`src/rtl/pps_pkg.sv`:
```
package pps_pkg;
  // averaging gate tiers, highest first: minimum accepted count and gate length
  localparam int unsigned GATE_W = 10;
  localparam int unsigned N_TIER = 4;
  localparam logic [15:0] TIER_MIN [N_TIER] = '{16'd1500, 16'd200, 16'd20, 16'd10};
  localparam logic [GATE_W-1:0] TIER_GATE [N_TIER] = '{10'd1000, 10'd100, 10'd10, 10'd1};
endpackage

```
`src/rtl/pps_edge_sync.sv`:
```
module pps_edge_sync #(
  parameter int unsigned STAGES = 2
) (
  input  logic clk_i,
  input  logic rst_ni,
  input  logic async_i,
  output logic rise_o
);
  logic [STAGES-1:0] pipe_q, pipe_d;
  logic              last_q, last_d;

  always_comb begin
    pipe_d = {pipe_q[STAGES-2:0], async_i};
    last_d = pipe_q[STAGES-1];
  end

  always_ff @(posedge clk_i or negedge rst_ni) begin
    if (!rst_ni) begin
      pipe_q <= '0;
      last_q <= 1'b0;
    end else begin
      pipe_q <= pipe_d;
      last_q <= last_d;
    end
  end

  assign rise_o = pipe_q[STAGES-1] & ~last_q;

  // an edge strobe never lasts two cycles
  p_rise_single_r1: assert property (@(posedge clk_i) disable iff (!rst_ni)
    rise_o |=> !rise_o);
endmodule

```
`src/rtl/pps_timebase.sv`:
```
module pps_timebase #(
  parameter int unsigned CNT_W = 32,
  parameter int unsigned EXT_W = 16,
  localparam int unsigned W = CNT_W + EXT_W
) (
  input  logic         clk_i,
  input  logic         rst_ni,
  output logic [W-1:0] now_o
);
  logic [CNT_W-1:0] base_q, base_d;
  logic [EXT_W-1:0] wrap_q, wrap_d;
  logic             at_top;

  always_comb begin
    at_top = &base_q;
    base_d = base_q + CNT_W'(1);
    wrap_d = at_top ? wrap_q + EXT_W'(1) : wrap_q;
  end

  always_ff @(posedge clk_i or negedge rst_ni) begin
    if (!rst_ni) begin
      base_q <= '0;
      wrap_q <= '0;
    end else begin
      base_q <= base_d;
      wrap_q <= wrap_d;
    end
  end

  assign now_o = {wrap_q, base_q};

  // the combined stamp advances by exactly one per base clock
  p_stamp_step_r2: assert property (@(posedge clk_i) disable iff (!rst_ni)
    1'b1 |=> now_o == $past(now_o) + W'(1));
endmodule

```
`src/rtl/pps_miss_watch.sv`:
```
module pps_miss_watch #(
  parameter int unsigned LIM_W = 33
) (
  input  logic             clk_i,
  input  logic             rst_ni,
  input  logic             capture_i,
  input  logic [LIM_W-1:0] limit_i,
  output logic             miss_o
);
  logic [LIM_W-1:0] gap_q, gap_d;

  always_comb begin
    miss_o = ~capture_i & (gap_q == limit_i);
    if (capture_i || miss_o) gap_d = '0;
    else                     gap_d = gap_q + LIM_W'(1);
  end

  always_ff @(posedge clk_i or negedge rst_ni) begin
    if (!rst_ni) gap_q <= '0;
    else         gap_q <= gap_d;
  end

  // a missing event restarts the gap, so two never come back to back
  p_miss_spaced_r7: assert property (@(posedge clk_i) disable iff (!rst_ni)
    miss_o |=> !miss_o);
endmodule

```
`src/rtl/pps_interval_judge.sv`:
```
module pps_interval_judge #(
  parameter int unsigned W       = 48,
  parameter int unsigned NOM_W   = 32,
  parameter int unsigned SEQ_W   = 16,
  parameter int unsigned TOL_DIV = 10000,
  localparam int unsigned LIM_W  = NOM_W + 1,
  localparam int unsigned CMP_W  = (W > LIM_W) ? W : LIM_W
) (
  input  logic             clk_i,
  input  logic             rst_ni,
  input  logic             capture_i,
  input  logic             miss_i,
  input  logic [W-1:0]     now_i,
  input  logic [NOM_W-1:0] nominal_i,
  output logic [W-1:0]     stamp_o,
  output logic [SEQ_W-1:0] seq_o,
  output logic [W-1:0]     delta_o,
  output logic             valid_o,
  output logic             ready_o,
  output logic             accept_o,
  output logic             reject_o,
  output logic [LIM_W-1:0] limit_o
);
  logic [NOM_W-1:0] tol_q, tol_d;
  logic [W-1:0]     stamp_q, stamp_d, delta_q, delta_d, prev_q, prev_d;
  logic [SEQ_W-1:0] seq_q, seq_d, ptag_q, ptag_d;
  logic             have_q, have_d, valid_q, valid_d, ready_q, ready_d;

  logic [SEQ_W-1:0] seq_next, tag_step;
  logic [W-1:0]     span;
  logic [CMP_W-1:0] span_x, win_lo, win_hi;
  logic             in_win, pair_ok, good;

  // window and pairing decision for a capture in this cycle
  always_comb begin
    seq_next = seq_q + SEQ_W'(1);
    tag_step = seq_next - ptag_q;
    span     = now_i - prev_q;
    span_x   = CMP_W'(span);
    win_lo   = CMP_W'(nominal_i) - CMP_W'(tol_q);
    win_hi   = CMP_W'(nominal_i) + CMP_W'(tol_q);
    in_win   = (span_x >= win_lo) && (span_x <= win_hi);
    pair_ok  = have_q && (tag_step == SEQ_W'(1));
    good     = pair_ok && in_win;
    accept_o = capture_i && good;
    reject_o = capture_i && have_q && !good;
    limit_o  = LIM_W'(nominal_i) + LIM_W'(tol_q) + LIM_W'(1);
  end

  // next state
  always_comb begin
    tol_d   = nominal_i / NOM_W'(TOL_DIV);
    stamp_d = stamp_q;
    delta_d = delta_q;
    prev_d  = prev_q;
    seq_d   = seq_q;
    ptag_d  = ptag_q;
    have_d  = have_q;
    valid_d = valid_q;
    ready_d = 1'b0;
    if (capture_i) begin
      stamp_d = now_i;
      delta_d = have_q ? span : '0;
      valid_d = good;
      prev_d  = now_i;
      seq_d   = seq_next;
      ptag_d  = seq_next;
      have_d  = 1'b1;
      ready_d = 1'b1;
    end else if (miss_i) begin
      seq_d   = seq_next;
      valid_d = 1'b0;
    end
  end

  always_ff @(posedge clk_i or negedge rst_ni) begin
    if (!rst_ni) begin
      tol_q   <= '0;
      stamp_q <= '0;
      delta_q <= '0;
      prev_q  <= '0;
      seq_q   <= '0;
      ptag_q  <= '0;
      have_q  <= 1'b0;
      valid_q <= 1'b0;
      ready_q <= 1'b0;
    end else begin
      tol_q   <= tol_d;
      stamp_q <= stamp_d;
      delta_q <= delta_d;
      prev_q  <= prev_d;
      seq_q   <= seq_d;
      ptag_q  <= ptag_d;
      have_q  <= have_d;
      valid_q <= valid_d;
      ready_q <= ready_d;
    end
  end

  assign stamp_o = stamp_q;
  assign delta_o = delta_q;
  assign seq_o   = seq_q;
  assign valid_o = valid_q;
  assign ready_o = ready_q;

  // tag advances on each capture or missing event
  p_seq_adv_r3: assert property (@(posedge clk_i) disable iff (!rst_ni)
    (capture_i || miss_i) |=> seq_o == $past(seq_o) + SEQ_W'(1));
  // validity can only appear as the result of a capture
  p_valid_from_cap_r6: assert property (@(posedge clk_i) disable iff (!rst_ni)
    $rose(valid_o) |-> $past(capture_i));
  // a missing event drops validity
  p_miss_drops_r7: assert property (@(posedge clk_i) disable iff (!rst_ni)
    miss_i |=> !valid_o);
  // the first capture carries no interval
  p_first_delta_r4: assert property (@(posedge clk_i) disable iff (!rst_ni)
    (capture_i && !have_q) |=> (delta_o == '0) && !valid_o);
endmodule

```
`src/rtl/pps_gate_sel.sv`:
```
module pps_gate_sel import pps_pkg::*; #(
  parameter int unsigned ACC_W = 16,
  localparam int unsigned CW   = (ACC_W > 16) ? ACC_W : 16
) (
  input  logic              clk_i,
  input  logic              rst_ni,
  input  logic              accept_i,
  input  logic              clear_i,
  output logic [GATE_W-1:0] gate_o,
  output logic              avg_ok_o
);
  logic [ACC_W-1:0]  acc_q, acc_d;
  logic              acc_full;
  logic [N_TIER-1:0] tier_hit;

  always_comb begin
    acc_full = &acc_q;
    acc_d    = acc_q;
    if (clear_i)                     acc_d = '0;
    else if (accept_i && !acc_full)  acc_d = acc_q + ACC_W'(1);
  end

  always_ff @(posedge clk_i or negedge rst_ni) begin
    if (!rst_ni) acc_q <= '0;
    else         acc_q <= acc_d;
  end

  for (genvar t = 0; t < N_TIER; t++) begin : g_tier
    assign tier_hit[t] = CW'(acc_q) >= CW'(TIER_MIN[t]);
  end

  // lowest index is the longest gate and wins
  always_comb begin
    gate_o = '0;
    for (int t = N_TIER - 1; t >= 0; t--) begin
      if (tier_hit[t]) gate_o = TIER_GATE[t];
    end
  end

  assign avg_ok_o = |tier_hit;

  // a rejection or missing event empties the count
  p_clear_acc_r9: assert property (@(posedge clk_i) disable iff (!rst_ni)
    clear_i |=> acc_q == '0);
  // the count saturates rather than wrapping
  p_acc_sat_r9: assert property (@(posedge clk_i) disable iff (!rst_ni)
    (acc_full && !clear_i) |=> acc_full);
  // no gate is reported below the lowest tier
  p_gate_low_r8: assert property (@(posedge clk_i) disable iff (!rst_ni)
    (CW'(acc_q) < CW'(TIER_MIN[N_TIER-1])) |-> (!avg_ok_o && gate_o == '0));
endmodule

```
`src/rtl/pps_stamp_check.sv`:
```
module pps_stamp_check import pps_pkg::*; #(
  parameter int unsigned CNT_W   = 32,
  parameter int unsigned EXT_W   = 16,
  parameter int unsigned NOM_W   = 32,
  parameter int unsigned SEQ_W   = 16,
  parameter int unsigned ACC_W   = 16,
  parameter int unsigned TOL_DIV = 10000,
  parameter int unsigned SYNC_N  = 2,
  localparam int unsigned W      = CNT_W + EXT_W,
  localparam int unsigned LIM_W  = NOM_W + 1
) (
  input  logic              clk_i,
  input  logic              rst_ni,
  input  logic              pulse_i,
  input  logic [NOM_W-1:0]  nominal_i,
  output logic [W-1:0]      stamp_o,
  output logic [SEQ_W-1:0]  seq_o,
  output logic [W-1:0]      delta_o,
  output logic              valid_o,
  output logic              ready_o,
  output logic [GATE_W-1:0] gate_o,
  output logic              avg_ok_o
);
  logic             capture, miss, accept, reject;
  logic [W-1:0]     now;
  logic [LIM_W-1:0] limit;

  pps_edge_sync #(.STAGES(SYNC_N)) u_sync (
    .clk_i(clk_i), .rst_ni(rst_ni), .async_i(pulse_i), .rise_o(capture));

  pps_timebase #(.CNT_W(CNT_W), .EXT_W(EXT_W)) u_tbase (
    .clk_i(clk_i), .rst_ni(rst_ni), .now_o(now));

  pps_miss_watch #(.LIM_W(LIM_W)) u_watch (
    .clk_i(clk_i), .rst_ni(rst_ni), .capture_i(capture),
    .limit_i(limit), .miss_o(miss));

  pps_interval_judge #(.W(W), .NOM_W(NOM_W), .SEQ_W(SEQ_W), .TOL_DIV(TOL_DIV)) u_judge (
    .clk_i(clk_i), .rst_ni(rst_ni), .capture_i(capture), .miss_i(miss),
    .now_i(now), .nominal_i(nominal_i), .stamp_o(stamp_o), .seq_o(seq_o),
    .delta_o(delta_o), .valid_o(valid_o), .ready_o(ready_o),
    .accept_o(accept), .reject_o(reject), .limit_o(limit));

  pps_gate_sel #(.ACC_W(ACC_W)) u_gate (
    .clk_i(clk_i), .rst_ni(rst_ni), .accept_i(accept),
    .clear_i(reject | miss), .gate_o(gate_o), .avg_ok_o(avg_ok_o));

  // capture strobes are isolated single cycles
  p_ready_pulse_r1: assert property (@(posedge clk_i) disable iff (!rst_ni)
    ready_o |=> !ready_o);
endmodule

```
`config.mk`:
```
export PLATFORM = sky130hd
export DESIGN_NAME = pps_stamp_check
export DESIGN_NICKNAME = d
export VERILOG_FILES = /design/src/rtl/pps_pkg.sv /design/src/rtl/pps_edge_sync.sv /design/src/rtl/pps_timebase.sv /design/src/rtl/pps_miss_watch.sv /design/src/rtl/pps_interval_judge.sv /design/src/rtl/pps_gate_sel.sv /design/src/rtl/pps_stamp_check.sv
export SDC_FILE = /design/constraint.sdc
export NUM_CORES = 1
export LEC_CHECK = 0
export CORE_UTILIZATION = 30
export DETAILED_ROUTE_END_ITERATION = 12
export GPL_TIMING_DRIVEN = 0
export SYNTH_ARGS = -nofsm -noshare
export SYNTH_HDL_FRONTEND = slang
export SYNTH_HIERARCHICAL = 1
export SYNTH_SLANG_ARGS = --single-unit
```
`constraint.sdc`:
```
create_clock -name clk_i -period 14.4 [get_ports clk_i]
set_input_delay 2.88 -clock clk_i [delete_from_list [all_inputs] [get_ports clk_i]]
set_output_delay 2.88 -clock clk_i [all_outputs]
set_load 0.005 [all_outputs]
```
==> results.md <==
- CTS clk-pin slew, worst paths: roughly 60 ps
- Yosys reg bits: 250
- Placed Instances: 4,531
- Full die area: approximately 89,000 sq um
- Failing checks: negative setup slack
- Port Buffers: 156
- Worst setup margin: -2590 ps
- Crit path DAT: 17,440 ps
- CTS Buf Count: 30
- Ys Warns: 6
- CP max FO: 7
- Fin. max-slew vios: 0
- Layout Cells excl Fill: 4,808
- Maximum clock path buffer count: 3
- Initial Util: 0.302
- Number of global-route vias before repair: roughly 25k
- CP max-delay cell: or4_4
- Final Skew: ~20 ps
- Minimum clock period: 16,990 ps
- Avg Vias per Cell: between 5 and 6
- Slew headroom: 0.259
- Most common cell on crit path: buf_6
- R2r endpoint: u_gate/acc_q[9]
- Clock tree sinks: 250
- Via count: 25.9k
- Syn nets: 3,446
- Type of element capturing the critical path: flip-flop
- # rows: 108
- Critical Path Start Type: input pin
- Final hold slack: about 360 ps
- Final GP Congestion: 0.891
- Gate Count Post-Synth: 3,218
- Layout cells sized above 1: 0.215
- GRT Total Usage: 0.181
- Hold Crit Class: reg2reg
- First-pass GRT wire length: 133 mm
- Reg-to-reg setup timing slack: 1850 ps
- Outcome: finished, violations left
- Async SR Flop Fraction: 1.00
- Synth Area per Inst: 8.15 sq um
- Top_reg_cell synth: dfrtp_1
- DRT Pass-1 Iters: 5
- CP Data Required Time: 14,850 ps
- Iter 0 DRT Violations: 1,618
- Antenna Cells: 0
- Sequential share of the synthesized area: 0.238
- Setup violations, final: 4
- Max-cap violations: 0
- Detailed Route WL: around 84 mm
- Overflow left after global routing: 0
- CP startpoint: nominal_i[23]
- Initial antenna violation count: 0
- Worst setup path category: in2reg
- EDFF count, synth: 0
- CTS root buf: clkbuf_16
- Dpl hpwl: 63.0 mm
- Delay of the slowest critical-path stage: 580 ps
- Largest net degree at the start of global routing: 96
- DIE HEIGHT: 298 um
- RSZ-0062 raised after global routing: yes
- H-Tree Depth: 1
- RR Startpoint: u_tbase/base_q[0]
- Num ports: 160
- Die W: approximately 300 um
- CTS tree: done
- Area of the mapped netlist: 26,200 sq um
- Post-DR wirelength/cell: 17.5 um
- Final hold violations: 0
- Post-layout nets: between 3k and 4k
- Core Box Area: just under 90,000 sq um
- Syn-to-layout area delta: 32.8%
- Antenna Violating Nets Remaining: 0
- Worst-margin pin slew: roughly 1100 ps
- Netlist cell types: 143
- Insertion delay to the later sink of the worst-skew pair: 570 ps
- Reg2Reg Depth: 64
- FMAX: 58.9 MHz
- Worst setup endpoint: u_judge/tol_q[0]
- Tcrit/Tclk final: 1.18
- # DRC: 0
## cells by family (layout without fill, tap and decap cells)
group,after synthesis,in the layout,synth area share
multiplexers,48,48,0.0199
XOR/XNOR,334,334,0.115
AO/OA/AOI/OAI,944,944,0.255
AND/OR/NAND/NOR,1090,1090,0.219
buffers and inverters,350,785,0.0560
other,1,1,0.000143
adder cells (fa/ha/maj),201,201,0.0966
flip-flops,250,250,0.238
## per-layer routing
| metal | share of wire | global-route usage | routed length, um |
|---|---|---|---|
| met5 | 0 | 0 | 0 |
| met4 | 0.025 | 0.0465 | 2110 |
| met3 | 0.039 | 0.0156 | 3270 |
| met2 | 0.50 | 0.320 | 41700 |
| met1 | 0.44 | 0.234 | 37000 |
## cell usage in the layout (no fill, tap or decap), types with 16 or more instances in the layout
cell             count
a211oi_1            16
a21o_1              47
a21oi_1            196
a21oi_4             16
a22o_1              44
and2_1              30
and3_1              45
and4_1              19
buf_2               18
buf_4              221
buf_6               33
clkbuf_1            60
clkbuf_16           31
clkdlybuf4s50_1    146
dfrtp_1            250
ha_1               188
inv_1              210
nand2_1            220
nand2b_1            44
nand3_1            109
nand4_1             81
nor2_1             200
nor2_2              17
nor2b_1             33
nor3_1              74
nor4_1              31
o211ai_1            24
o21ai_0            199
o21ai_1             19
o21bai_1            26
o31ai_1             20
or3_1               22
xnor2_1            193
xor2_1             116
## synthesized netlist by cell type, types with 21 or more instances
master      n  area share
o21bai_1   31      0.0089
a21o_1     50       0.014
nand3_1   118       0.023
nor3_1     89       0.017
nand4_1    81       0.019
nand2_1   226       0.032
xnor2_1   203       0.068
o31ai_1    29      0.0083
clkbuf_1   65      0.0093
o211ai_1   24      0.0069
a211oi_1   25      0.0072
buf_2      28      0.0053
a22o_1     45       0.015
nand2b_1   47       0.011
nor2_1    221       0.032
a21oi_1   217       0.041
mux2i_1    28       0.011
o21ai_1    22      0.0042
o21ai_0   210       0.040
xor2_1    120       0.040
nor2b_1    35      0.0083
and3_1     52       0.012
and4_1     21      0.0070
dfrtp_1   250        0.24
ha_1      188       0.090
nor4_1     39      0.0093
and2_1     35      0.0083
inv_1     211       0.030
or3_1      31      0.0074
## worst min path at each step
stage	from	end	slack [ps]	depth (start not counted)
after floorplan	u_sync/pipe_q[0]	u_sync/pipe_q[1]	330	0
after global placement	u_sync/pipe_q[0]	u_sync/pipe_q[1]	340	0
after detailed placement	u_sync/pipe_q[0]	u_sync/pipe_q[1]	350	0
after CTS	u_sync/pipe_q[0]	u_sync/pipe_q[1]	360	0
after global routing	u_sync/pipe_q[0]	u_sync/pipe_q[1]	360	0
final	u_sync/pipe_q[0]	u_sync/pipe_q[1]	360	0
## state kept, by name (all words and copies together), names as in the netlist
signal and count:
u_judge/valid_o 1, u_judge/ready_o 1, u_tbase/wrap_q 16, u_judge/seq_o 16, u_gate/acc_q 16, u_watch/gap_q 33, u_judge/delta_o 48, u_judge/prev_q 48
u_judge/have_q 1, u_sync/last_q 1, u_judge/ptag_q 16, u_judge/tol_q 19, u_sync/pipe_q 2, u_tbase/base_q 32
## metrics by stage
step	util	cell area (sq um)	TNS (ps)	setup WS [ps]
6_report	0.401	34800	-6290	-2590
4_1_cts	0.386	33500	-5020	-2250
5_1_grt	0.401	34800	-7990	-3020
3_3_place_gp	0.342	29600	-202530	-5080
2_1_floorplan	-	26600	-3940	-2040
3_5_place_dp	0.342	29700	-17420	-5040
## layout make-up
class / instances / area, sq um
clock inverter: 13 / 183
fill: 8587 / 51900
buffer: 116 / 687
inverter: 228 / 873
multi-input combinational: 2618 / 21100
timing repair buffer: 388 / 3440
clock buffer: 40 / 870
tap: 1155 / 1450
sequential: 250 / 6260
## critical path: cells and delay by family
kind	cells	cell delay, ps
AOI/OAI and AO/OA	33	7470
and+or+nand+nor	14	3550
buffers and inverters	17	2260
xor gates and xnor gates	2	620
muxes	2	610
## repair_timing
item,in CTS,in global routing
buffers inserted,162,66
pin swaps,135,100
hold buffers,0,0
resized for setup,313,165
cloned,1,1
endpoints found under the setup margin,6,5
Power is left out: the tool's default activity adds up to more than one toggle a clock period on the data nets, which glitch-free logic cannot reach.
